$ cat src/rtl/cfgrf_pkg.sv
package cfgrf_pkg;

  typedef enum logic [2:0] {
    FK_RO, FK_RW, FK_RC, FK_WC, FK_PULSE, FK_CNT, FK_IRQ
  } fkind_e;

  function automatic logic [31:0] f_irq_next(input logic [31:0] old_v,
                                             input logic [31:0] set_v,
                                             input logic [31:0] clr_v);
    return (old_v & ~clr_v) | set_v;
  endfunction

  function automatic logic [31:0] f_wc_next(input logic [31:0] old_v,
                                            input logic [31:0] keep_v,
                                            input logic [31:0] ev_v);
    return (old_v & keep_v) | ev_v;
  endfunction

  function automatic logic [31:0] f_edge(input logic [31:0] now_v,
                                         input logic [31:0] prev_v);
    return now_v & ~prev_v;
  endfunction

endpackage

$ cat src/rtl/cfgrf_decode.sv
module cfgrf_decode #(
  parameter int AW = 16,
  parameter int NREG = 4,
  parameter logic [NREG*AW-1:0] ADDR_TABLE = '0
) (
  input  logic [AW-1:0]   addr,
  output logic [NREG-1:0] hit,
  output logic            any_hit
);
  for (genvar i = 0; i < NREG; i++) begin : g_cmp
    assign hit[i] = (addr == ADDR_TABLE[i*AW +: AW]);
  end
  assign any_hit = |hit;
endmodule

$ cat src/rtl/cfgrf_field.sv
module cfgrf_field
  import cfgrf_pkg::*;
#(
  parameter int W = 1,
  parameter fkind_e KIND = FK_RW,
  parameter logic [W-1:0] RST = '0
) (
  input  logic         clk,
  input  logic         rst_n,
  input  logic         wr_hit,
  input  logic         rd_hit,
  input  logic [W-1:0] wd,
  input  logic [W-1:0] in_a,
  input  logic [W-1:0] in_b,
  output logic [W-1:0] q
);
  logic unused_sink;
  assign unused_sink = ^{wr_hit, rd_hit, wd, in_a, in_b};

  if (KIND == FK_RO) begin : g_ro
    assign q = in_a;
  end else if (KIND == FK_RW) begin : g_rw
    logic [W-1:0] st;
    always_ff @(posedge clk or negedge rst_n)
      if (!rst_n) st <= RST;
      else if (wr_hit) st <= wd;
    assign q = st;
    AST_RW_HOLD: assert property (@(posedge clk) disable iff (!rst_n) !wr_hit |=> $stable(st));
  end else if (KIND == FK_RC) begin : g_rc
    logic [W-1:0] st;
    always_ff @(posedge clk or negedge rst_n)
      if (!rst_n) st <= RST;
      else if (rd_hit) st <= in_a;
      else st <= st | in_a;
    assign q = st;
    AST_RC_REPLACE: assert property (@(posedge clk) disable iff (!rst_n) rd_hit |=> (st == $past(in_a)));
  end else if (KIND == FK_WC) begin : g_wc
    logic [W-1:0] st;
    logic [W-1:0] keep;
    assign keep = wr_hit ? wd : '1;
    always_ff @(posedge clk or negedge rst_n)
      if (!rst_n) st <= RST;
      else st <= W'(f_wc_next(32'(st), 32'(keep), 32'(in_a)));
    assign q = st;
    AST_WC_CLEAR: assert property (@(posedge clk) disable iff (!rst_n) (wr_hit && wd == '0 && in_a == '0) |=> (st == '0));
  end else if (KIND == FK_PULSE) begin : g_pulse
    logic [W-1:0] trig_d;
    logic [W-1:0] st;
    always_ff @(posedge clk or negedge rst_n)
      if (!rst_n) begin
        trig_d <= '0;
        st     <= RST;
      end else begin
        trig_d <= in_a;
        st     <= W'(f_edge(32'(in_a), 32'(trig_d)));
      end
    assign q = st;
    AST_PULSE_SINGLE: assert property (@(posedge clk) disable iff (!rst_n) (|st) |=> ((st & $past(st)) == '0));
  end else if (KIND == FK_CNT) begin : g_cnt
    logic [W-1:0] st;
    logic         clr_evt;
    logic         inc_evt;
    assign clr_evt = wr_hit && (wd == '0);
    assign inc_evt = in_a[0];
    always_ff @(posedge clk or negedge rst_n)
      if (!rst_n) st <= RST;
      else if (clr_evt) st <= '0;
      else if (inc_evt) st <= st + 1'b1;
    assign q = st;
    AST_CNT_CLEAR: assert property (@(posedge clk) disable iff (!rst_n) clr_evt |=> (st == '0));
    AST_CNT_IDLE: assert property (@(posedge clk) disable iff (!rst_n) (!clr_evt && !inc_evt) |=> $stable(st));
  end else begin : g_irq
    logic [W-1:0] st;
    always_ff @(posedge clk or negedge rst_n)
      if (!rst_n) st <= RST;
      else st <= W'(f_irq_next(32'(st), 32'(in_a), 32'(in_b)));
    assign q = st;
    AST_IRQ_SET_WINS: assert property (@(posedge clk) disable iff (!rst_n) (|in_a) |=> ((st & $past(in_a)) == $past(in_a)));
  end
endmodule

$ cat src/rtl/cfgrf_regfile.sv
module cfgrf_regfile
  import cfgrf_pkg::*;
#(
  parameter int AW = 16,
  parameter int DW = 32,
  parameter logic [AW-1:0] A_CTRL  = 16'h0000,
  parameter logic [AW-1:0] A_STAT  = 16'h0004,
  parameter logic [AW-1:0] A_COUNT = 16'h0008,
  parameter logic [AW-1:0] A_IRQ   = 16'h000C,
  parameter int MODE_W = 8,
  parameter logic [MODE_W-1:0] MODE_RST = 8'h5A,
  parameter int ST_W = 4,
  parameter int CNT_W = 16,
  parameter int IRQ_W = 4
) (
  input  logic              clk,
  input  logic              rst_n,
  input  logic              bus_vld,
  input  logic              bus_wr,
  input  logic              bus_rd,
  input  logic [AW-1:0]     bus_addr,
  input  logic [DW-1:0]     bus_wdata,
  output logic [DW-1:0]     bus_rdata,
  output logic              bus_ack,
  output logic              bus_err,
  output logic [MODE_W-1:0] mode_q,
  input  logic              go_trig,
  output logic              go_pulse,
  input  logic [ST_W-1:0]   st_level,
  input  logic [ST_W-1:0]   st_rc_in,
  output logic [ST_W-1:0]   st_rc_q,
  input  logic [ST_W-1:0]   st_wc_in,
  output logic [ST_W-1:0]   st_wc_q,
  input  logic              evt_inc,
  output logic [CNT_W-1:0]  evt_count,
  input  logic [IRQ_W-1:0]  irq_set,
  input  logic [IRQ_W-1:0]  irq_clr,
  output logic [IRQ_W-1:0]  irq_q
);
  localparam int NREG = 4;
  localparam int IX_CTRL = 0, IX_STAT = 1, IX_COUNT = 2, IX_IRQ = 3;
  localparam int RC_LO = ST_W, WC_LO = 2 * ST_W;
  localparam logic [NREG*AW-1:0] TABLE = {A_IRQ, A_COUNT, A_STAT, A_CTRL};

  logic [NREG-1:0] hit, wr_hit, rd_hit;
  logic            any_hit;
  logic            acc_evt, rd_evt;
  logic [ST_W-1:0] lvl_q;
  logic [DW-1:0]   word [NREG];
  logic [DW-1:0]   rd_mux;

  cfgrf_decode #(.AW(AW), .NREG(NREG), .ADDR_TABLE(TABLE)) u_dec (
    .addr(bus_addr), .hit(hit), .any_hit(any_hit));

  assign acc_evt = bus_vld && (bus_wr || bus_rd);
  assign rd_evt  = bus_vld && bus_rd;
  assign wr_hit  = {NREG{bus_vld && bus_wr}} & hit;
  assign rd_hit  = {NREG{rd_evt}} & hit;

  cfgrf_field #(.W(MODE_W), .KIND(FK_RW), .RST(MODE_RST)) u_mode (
    .clk, .rst_n, .wr_hit(wr_hit[IX_CTRL]), .rd_hit(rd_hit[IX_CTRL]),
    .wd(bus_wdata[MODE_W-1:0]), .in_a('0), .in_b('0), .q(mode_q));

  cfgrf_field #(.W(1), .KIND(FK_PULSE), .RST(1'b0)) u_go (
    .clk, .rst_n, .wr_hit(wr_hit[IX_CTRL]), .rd_hit(rd_hit[IX_CTRL]),
    .wd(bus_wdata[MODE_W]), .in_a(go_trig), .in_b(1'b0), .q(go_pulse));

  cfgrf_field #(.W(ST_W), .KIND(FK_RO), .RST('0)) u_lvl (
    .clk, .rst_n, .wr_hit(wr_hit[IX_STAT]), .rd_hit(rd_hit[IX_STAT]),
    .wd(bus_wdata[ST_W-1:0]), .in_a(st_level), .in_b('0), .q(lvl_q));

  cfgrf_field #(.W(ST_W), .KIND(FK_RC), .RST('0)) u_rc (
    .clk, .rst_n, .wr_hit(wr_hit[IX_STAT]), .rd_hit(rd_hit[IX_STAT]),
    .wd(bus_wdata[RC_LO +: ST_W]), .in_a(st_rc_in), .in_b('0), .q(st_rc_q));

  cfgrf_field #(.W(ST_W), .KIND(FK_WC), .RST('0)) u_wc (
    .clk, .rst_n, .wr_hit(wr_hit[IX_STAT]), .rd_hit(rd_hit[IX_STAT]),
    .wd(bus_wdata[WC_LO +: ST_W]), .in_a(st_wc_in), .in_b('0), .q(st_wc_q));

  cfgrf_field #(.W(CNT_W), .KIND(FK_CNT), .RST('0)) u_cnt (
    .clk, .rst_n, .wr_hit(wr_hit[IX_COUNT]), .rd_hit(rd_hit[IX_COUNT]),
    .wd(bus_wdata[CNT_W-1:0]), .in_a({{(CNT_W-1){1'b0}}, evt_inc}), .in_b('0), .q(evt_count));

  cfgrf_field #(.W(IRQ_W), .KIND(FK_IRQ), .RST('0)) u_irq (
    .clk, .rst_n, .wr_hit(wr_hit[IX_IRQ]), .rd_hit(rd_hit[IX_IRQ]),
    .wd(bus_wdata[IRQ_W-1:0]), .in_a(irq_set), .in_b(irq_clr), .q(irq_q));

  always_comb begin
    for (int i = 0; i < NREG; i++) word[i] = '0;
    word[IX_CTRL][MODE_W-1:0]     = mode_q;
    word[IX_CTRL][MODE_W]         = go_pulse;
    word[IX_STAT][ST_W-1:0]       = lvl_q;
    word[IX_STAT][RC_LO +: ST_W]  = st_rc_q;
    word[IX_STAT][WC_LO +: ST_W]  = st_wc_q;
    word[IX_COUNT][CNT_W-1:0]     = evt_count;
    word[IX_IRQ][IRQ_W-1:0]       = irq_q;
    rd_mux = '0;
    for (int i = 0; i < NREG; i++) if (hit[i]) rd_mux = rd_mux | word[i];
  end

  always_ff @(posedge clk or negedge rst_n)
    if (!rst_n) begin
      bus_ack   <= 1'b0;
      bus_err   <= 1'b0;
      bus_rdata <= '0;
    end else begin
      bus_ack <= acc_evt;
      bus_err <= bus_vld && !any_hit;
      if (rd_evt) bus_rdata <= rd_mux;
    end

  AST_ACK_SET: assert property (@(posedge clk) disable iff (!rst_n) acc_evt |=> bus_ack);
  AST_ACK_CLEAR: assert property (@(posedge clk) disable iff (!rst_n) !acc_evt |=> !bus_ack);
  AST_ERR_UNMAPPED: assert property (@(posedge clk) disable iff (!rst_n) (bus_vld && !any_hit) |=> bus_err);
  AST_ERR_MAPPED: assert property (@(posedge clk) disable iff (!rst_n) (bus_vld && any_hit) |=> !bus_err);
  AST_DEC_ONEHOT: assert property (@(posedge clk) disable iff (!rst_n) bus_vld |-> $onehot0(hit));
  AST_RDATA_HOLD: assert property (@(posedge clk) disable iff (!rst_n) !rd_evt |=> $stable(bus_rdata));
endmodule

$ cat config.mk
export PLATFORM = sky130hd
export DESIGN_NAME = cfgrf_regfile
export DESIGN_NICKNAME = d
export VERILOG_FILES = /design/src/rtl/cfgrf_pkg.sv /design/src/rtl/cfgrf_decode.sv /design/src/rtl/cfgrf_field.sv /design/src/rtl/cfgrf_regfile.sv
export SDC_FILE = /design/constraint.sdc
export NUM_CORES = 1
export LEC_CHECK = 0
export BUFFER_PORTS_ARGS = -buffer_cell sky130_fd_sc_hd__buf_2
export CORE_UTILIZATION = 45
export CTS_CLUSTER_DIAMETER = 60
export CTS_CLUSTER_SIZE = 16
export DETAILED_ROUTE_END_ITERATION = 8
export GPL_TIMING_DRIVEN = 0
export PLACE_DENSITY_LB_ADDON = 0.08
export SLEW_MARGIN = 20
export SYNTH_ARGS = -nofsm -noshare
export SYNTH_HDL_FRONTEND = slang
export SYNTH_HIERARCHICAL = 1
export SYNTH_SLANG_ARGS = --single-unit
$ cat constraint.sdc
create_clock -name clk -period 4.18 [get_ports clk]
set_clock_uncertainty 0.05 [all_clocks]
set_input_delay 0.836 -clock clk [delete_from_list [all_inputs] [get_ports clk]]
set_output_delay 0.836 -clock clk [all_outputs]
set_load 0.005 [all_outputs]
# Word level (Yosys, flattened, before mapping)
# Index checks and enable logic that the tools add are counted.
[totals]
input_bits = 75
output_inout_bits = 71
regBits = 72
wordCells = 46
[classes]
reduce_logical = 11
n_eq_ne = 3
bitwise = 13
addsub = 1
muxes = 8
[ops]
columns = ["operator", "n"]
rows = [
  ["two-way mux 32 bit", 2],
  ["equality test 16 x 4 -> 1 bit (second input constant)", 2],
  ["zero test 16 bit", 2],
  ["two-way mux 16 bit", 2],
  ["OR 32 x 16 -> 32 bit", 1],
  ["OR 32 x 4 -> 32 bit", 1],
  ["adder 16 x 1 -> 16 bit (second input constant)", 1],
  ["equality test 16 x 3 -> 1 bit (second input constant)", 1],
  ["two-way mux 12 bit", 1],
  ["OR 4 bit", 3],
  ["OR 9 x 12 -> 12 bit", 1],
  ["two-way mux 9 bit", 1],
  ["AND 4 bit", 2],
  ["two-way mux 4 bit", 2],
  ["logical AND 1 bit", 5],
  ["NOT 4 bit", 1],
  ["OR reduction 4 bit", 1],
  ["AND 3 bit", 1],
  ["AND 2 bit", 1],
  ["nonzero test 2 bit", 1],
  ["AND 1 bit", 1],
  ["zero test 1 bit", 1],
  ["logical OR 1 bit", 1],
  ["NOT 1 bit", 1],
]

# Logic depth before layout (Yosys ltp)
# Gate-level depths: netlist of run 1.
[depth]
ltp_word = 8
ltp_mapped = 10
ltp_nobuf = 7

# Cells and area by module
# The synthesis of run 1 kept the hierarchy.
[by_module_without_submodules]
columns = ["mod", "area_each_um2", "cells_per_inst", "n_inst"]
rows = [
  ["cfgrf_regfile", 1099.8, 109, 1],
  ["cfgrf_field at u_cnt", 837.1, 85, 1],
  ["cfgrf_field at u_mode", 336.6, 17, 1],
  ["cfgrf_field at u_wc", 155.1, 12, 1],
  ["cfgrf_field at u_irq", 145.1, 12, 1],
  ["cfgrf_field at u_rc", 133.9, 9, 1],
  ["cfgrf_decode", 116.4, 13, 1],
  ["cfgrf_field at u_go", 63.8, 3, 1],
  ["cfgrf_field at u_lvl", 30.0, 4, 1],
]

# Worst setup path before layout of run 1
# Ideal clock, no wire load.
[synth_timing]
kind = "input -> register"
from = "in bus_addr[13]"
to = "reg u_cnt.g_cnt.st[10], in the netlist u_cnt/q[10]"
slack_ns = 0.973
arrival_ns = 3.038
cell_stages = 10
path_cell_list = "or4_4 > nor4_1 > buf_2 > buf_2 > and3_1 > nor4b_1 > nand3_1 > nor4_4 > buf_6 > nor2_1"
[synth_via]
elab_chain_len = 4
elab_cells_between_ends = 5
classes_between = "1 x eq/ne; 1 x mux; 1 x bitwise; 2 x reduce/logical"
[synth_rtl]
columns = ["item", "line", "rtl"]
rows = [
  ["start, declared", "cfgrf_regfile.sv:21", "input logic [AW-1:0] bus_addr,"],
  ["equality test 16 x 4 -> 1 bit (*)", "cfgrf_decode.sv:11", "assign hit[i] = (addr == ADDR_TABLE[i*AW +: AW]);"],
  ["via hit[2]", "cfgrf_regfile.sv:45", "logic [NREG-1:0] hit, wr_hit, rd_hit;"],
  ["AND 3 bit (*)", "cfgrf_regfile.sv:57", "assign wr_hit = {NREG{bus_vld && bus_wr}} & hit;"],
  ["via wr_hit[2]", "cfgrf_regfile.sv:45", ""],
  ["logical AND 1 bit (*)", "cfgrf_field.sv:63", "assign clr_evt = wr_hit && (wd == '0);"],
  ["two-way mux 16 bit or nonzero test 2 bit (tied branches)", "-", ""],
  ["end signal, assigned", "cfgrf_field.sv:68", "else if (inc_evt) st <= st + 1'b1;"],
  ["end, declared", "cfgrf_field.sv:60", "logic [W-1:0] st;"],
]
# Mark *: on every way through the listed nets, which the timed path passes. The rest lies on a longest branch.
# A chain may end at the register's enable or synchronous reset.

# Worst setup path after layout of run 1
[layout_timing]
from = "in bus_addr[13]"
to = "reg u_cnt.g_cnt.st[2], in the netlist u_cnt/q[2]"
# Same word-level chain as after synthesis.

==> impl_metrics.tcl, run 1 <==
set metrics [dict create \
    status "complete, no violations" \
    worst_pin_slew_ns 0.799 \
    clk_pin_slew_ns 0.09 \
    slew_headroom_pct 46.3 \
    critPathLaunch "bus_addr[13]" \
    layout.nets 465 \
    grt_max_degree 57 \
    antenna_found_initial 0 \
    max-cap-violations 0 \
    regToRegEndpoint "u_cnt/q[14]" \
    period_needed_ns 3.41 \
    fin_cells 465 \
    period_share_pct 81.7 \
    h-tree-depth 2 \
    setup-violations-final 0 \
    drt_wl_total_mm 7.28 \
    r2r_setup_slack_ns 2.58 \
    fill_cells 541 \
    die_area_sq_um 6750 \
    powerDensity_nw_per_um2 328 \
    cts_hold_buf 0 \
    drc_errors 0 \
    crit_path_max_incr_delay_ns 0.56 \
    grt_util_all_layers_pct 23.0 \
    dieHeight_microns 82.2 \
    cpMaxStageDelayCell "or4_4" \
    cts_resized 0 \
    cts_setup_buffers 0 \
    drt-initial-drc-count 123 \
    insertion_delay_ns 0.30 \
    ant_nets 0 \
    syn_area_per_cell_sq_um 11.1 \
    hold_class "reg -> reg" \
    antenna_cells 0 \
    synthToLayoutAreaGrowth_pct 26.6 \
    initial_core_util_pct 47.7 \
    vias_per_cell 5.12 \
    hold_viol 0 \
    wl_per_cell_microns 15.7 \
    max_freq_mhz 293 \
    crit_path_start_kind "input port" \
    ir_worst_vdd_uv 249 \
    cpMostUsedCell "buf_2" \
    num_rows 28 \
    required_ns 4.33 \
    synth_cells 260 \
    dp.cells 457 \
    gp_congestion 0.846 \
    criticalPathCategory "in -> reg" \
    cts_buffers 5 \
    holdWs_ns 0.404 \
    report.final.slew_viol_count 0 \
    io_pins 146 \
    endpoint "u_cnt/q[2]" \
    die_x_microns 82.2 \
    grt_pass1_vias 2212 \
    worstPathCellList "buf_2 -> or4_4 -> nor4_1 -> buf_2 -> buf_2 -> and3_1 -> nor4b_1 -> nand3_1 -> nor4_4 -> buf_6 -> nor2_1" \
    vias 2379 \
    overflow 0 \
    syn_area_sq_um 2890 \
    setup_tns_ns 0 \
    arrival_ns 3.56 \
    synth_warnings 6 \
    ctsLongestPathBuffers 2 \
    drive_gt1_share_pct 45.9 \
    r2r_cells 5 \
    placement.io_buffers 107 \
    regToRegStartpoint "u_cnt/q[0]" \
    grt_first_pass_wirelength_mm 11.3 \
    end_kind "register" \
    critical_path.max_fanout 10 \
    rsz0062_at_grt "false" \
    cts_tree "done" \
    hpwl_mm 5.65 \
    cts_num_sinks 56 \
    hold_path_startpoint "u_go/g_pulse.trig_d" \
    cts_root_buffer "clkbuf_8" \
    core_area_sq_um 6060 \
    first_pass_iters 4 \
    p_leak_nw 1.73 \
]
## layer usage
metal  GRT usage (%)  share of wire (%)
met1            33.3                 47
met2            34.8                 45
met3            3.63                6.2
met4            7.89                1.4
met5               0                  0
## worst min path at each step
stage                     endpoint  slack [ns]  cells after the start
after floorplan             u_go/q        0.38                      1
after global placement      u_go/q        0.38                      1
after detailed placement    u_go/q        0.39                      1
after CTS                   u_go/q        0.41                      1
after global routing        u_go/q        0.42                      1
final                       u_go/q        0.40                      1
## final cells by class
| cell class | count | area (sq um) | share of cell area, % |
|---|---|---|---|
| Multi-Input combinational cell | 175 | 1250 | 34.2 |
| Clock inverter | 1 | 5.00 | 0.137 |
| Buffer | 35 | 258 | 7.04 |
| Tap cell | 75 | 93.8 | 2.56 |
| Timing Repair Buffer | 107 | 538 | 14.7 |
| Inverter | 9 | 33.8 | 0.922 |
| Sequential cell | 56 | 1410 | 38.4 |
| Clock buffer | 7 | 76.3 | 2.08 |
## worst max-delay path, delay by kind of cell
family                 cells  cell delay (ns)
buffers and inverters      4             0.80
AND/OR/NAND/NOR            7             1.93
## stage by stage
step | total power [W] | setup slack (ns) | area [sq um] | util, %
after floorplan | 0.000793 | 0.981 | 2950 | -
after global placement | 0.000920 | 0.424 | 3580 | 59.0
after detailed placement | 0.000929 | 0.428 | 3580 | 59.1
after CTS | 0.00121 | 0.753 | 3660 | 60.4
after global routing | 0.00128 | 0.515 | 3660 | 60.4
final | 0.00120 | 0.767 | 3660 | 60.4
## report_power, final
group	leakage [nW]	switching [W]	total, W	internal (W)
Sequential	0.671	0.0000821	0.000674	0.000592
Combinational	1.02	0.000121	0.000244	0.000123
Clock	0.0422	0.000164	0.000282	0.000118
Total	1.73	0.000367	0.00120	0.000833
## cell usage in the layout, fill, tap and decap left out, types with 5 or more instances in the layout
cell and instances:
clkbuf_8 5, nand2_1 8, nand4_1 12, a21oi_2 8
nor4_1 11, mux2_4 8, conb_1 16, a21o_1 12
buf_4 21, xnor2_1 12, a21oi_1 12, inv_1 8
buf_2 114, dfrtp_1 52, a222oi_1 5, nor2_1 18
a22oi_1 11
## sequential cells by signal, indices dropped and copies added (netlist names)
name / flops
bus_err: 1
u_mode/q: 8
u_irq/q: 4
u_wc/q: 4
bus_rdata: 16
u_go/g_pulse.trig_d: 1
bus_ack: 1
u_go/q: 1
u_rc/q: 4
u_cnt/q: 16
(Power assumes the default switching activity.)
==> run 2, diff against run 1 <==
--- a/config.mk
+++ b/config.mk
@@ -5,8 +5,9 @@
 export SDC_FILE = /design/constraint.sdc
 export NUM_CORES = 1
 export LEC_CHECK = 0
+export ABC_AREA = 1
 export BUFFER_PORTS_ARGS = -buffer_cell sky130_fd_sc_hd__buf_2
-export CORE_UTILIZATION = 45
+export CORE_UTILIZATION = 42
 export CTS_CLUSTER_DIAMETER = 60
 export CTS_CLUSTER_SIZE = 16
 export DETAILED_ROUTE_END_ITERATION = 8
==> constraint.sdc (replaced) <==
create_clock -name clk -period 3.1 [get_ports clk]
set_clock_uncertainty 0.05 [all_clocks]
set_input_delay 0.62 -clock clk [delete_from_list [all_inputs] [get_ports clk]]
set_output_delay 0.62 -clock clk [all_outputs]
set_load 0.005 [all_outputs]
==> run 2 against run 1 <==
  * Die area grew 15%
  * Cell count increased by 42%
  * Combinational power increased by 29%
  * Sequential power up 27%
  * Via count rose by 23%
  * Design area grew 6.7%
  * Area after synthesis is 7.2% higher
  * Non-clock buffer count shrank 6
  * Clock power is 40% higher
  * Routed wire length rose by 3.6%
  * Register-to-register slack got worse by 1.0 ns
  * Highest routed layer unchanged
==> impl_metrics.tcl, run 2 <==
set metrics [dict create \
    synthToLayoutAreaGrowth_pct 26.0 \
    drt-initial-drc-count 112 \
    finalInstanceArea_sq_um 3910 \
    multi_input_area_sq_um 1350 \
    insertion_delay_ns 0.31 \
    gp_congestion 0.803 \
    ir_worst_vdd_uv 182 \
    period_needed_ns 2.07 \
    drive_gt1_share_pct 30.1 \
    crit_path_start_kind "input port" \
    p_leak_nw 2.21 \
    dieHeight_microns 87.9 \
    layout_common_cells "155 x nand2_1, 110 x buf_2, 73 x nor2_1" \
    core_area_sq_um 6940 \
    utilization_pct 56.3 \
    cts_buffers 5 \
    powerDensity_nw_per_um2 401 \
    cts_root_buffer "clkbuf_8" \
    clk_pin_slew_ns 0.10 \
    use_met1_pct 26.2 \
    h-tree-depth 2 \
    grt_util_all_layers_pct 20.3 \
    wl_per_cell_microns 11.4 \
    die_area_sq_um 7730 \
    grt-busiest-layer "met2" \
    rsz0062_at_grt "false" \
    synth_cells 432 \
    max-cap-violations 0 \
    die_x_microns 87.9 \
    grtUsageMet2_pct 34.5 \
    cts_resized 0 \
    first_pass_iters 4 \
    grt_max_degree 57 \
    cts_tree "done" \
    drt_wl_total_mm 7.54 \
    status "complete, no violations" \
    io_pins 146 \
    gr-usage-met3_pct 4.05 \
    hpwl_mm 5.83 \
    setup-violations-final 0 \
    grt_first_pass_wirelength_mm 12.2 \
    holdWs_ns 0.302 \
    vias 2933 \
    layout.nets 639 \
    antenna_found_initial 0 \
    placed_area_sq_um 3830 \
    ctsLongestPathBuffers 2 \
    cts_setup_buffers 0 \
    syn_area_sq_um 3100 \
    syn_area_per_cell_sq_um 7.18 \
    synth_warnings 6 \
    cts_num_sinks 56 \
    hold_class "in -> async" \
    slew_headroom_pct 52.4 \
    num_rows 30 \
    criticalPathCategory "in -> reg" \
    placement.io_buffers 109 \
    grt_pass1_vias 2657 \
    cts_hold_buf 0 \
    report.final.slew_viol_count 0 \
    worst_pin_slew_ns 0.714 \
    drc_errors 0 \
    required_ns 3.27 \
    max_freq_mhz 484 \
    overflow 0 \
    fill_cells 715 \
    ant_nets 0 \
    end_kind "register" \
    register_area_sq_um 1410 \
    arrival_ns 2.23 \
    antenna_cells 0 \
    initial_core_util_pct 44.7 \
    critical_path.max_fanout 10 \
    setup_tns_ns 0 \
    hold_viol 0 \
    vias_per_cell 4.44 \
    mostFrequentLayoutCell "nand2_1" \
    period_share_pct 66.7 \
]
## run 2: area by class of cell
class	count	share of cell area, %
sequential	56	36.0
multi-input combinational	314	34.5
timing repair buffer	109	14.0
buffer	27	5.51
inverter	50	4.87
tap	96	3.07
clock buffer	7	1.95
clock inverter	1	0.128
## run 2: power by group
part | total (W) | leakage (nW) | switching (W) | internal, W
Sequential | 0.000857 | 0.655 | 0.0000704 | 0.000786
Clock | 0.000396 | 0.0422 | 0.000236 | 0.000160
Combinational | 0.000315 | 1.51 | 0.000170 | 0.000145
Total | 0.00157 | 2.21 | 0.000477 | 0.00109
## run 2: final timing paths
| path | slack, ns | to | cells after the start | from |
|---|---|---|---|---|
| worst max-delay path | 1.03 | u_cnt/q[1] | 15 | bus_addr[15] |
| worst min-delay path | 0.30 | u_irq/q[2] | 1 | rst_n |
| worst max register to register | 1.57 | u_cnt/q[14] | 8 | u_cnt/q[0] |
| worst min register to register | 0.37 | u_go/q | 1 | u_go/g_pulse.trig_d |
| max in group asynchronous | 2.22 | bus_rdata[7] | 1 | rst_n |
| min in group clk | 0.37 | u_go/q | 1 | u_go/g_pulse.trig_d |
## run 2: metrics by stage
step,power (W),setup slack [ns],cells
floorplan,0.00103,1.02,447
global route,0.00167,0.748,660
global placement,0.00118,0.703,652
finish,0.00157,1.03,660
detailed placement,0.00119,0.691,652
CTS,0.00158,1.03,660
## run 2: layer usage
metal / share of wire (%) / vias to the layer above
met5: 0 / -
met4: 0.97 / 0
met3: 6.7 / 7
met2: 46 / 102
met1: 47 / 1293
li1: - / 1531
## run 2: critical path: stages
cell      delay [ns]
buf_2           0.10
nor2_1          0.09
nand2_1         0.07
nor2_2          0.15
inv_2           0.08
nor3_2          0.12
buf_4           0.19
inv_1           0.09
nor2_1          0.11
nand2_1         0.07
nor2_1          0.10
nand3_1         0.12
clkbuf_8        0.20
nand3_1         0.07
nand2_1         0.05
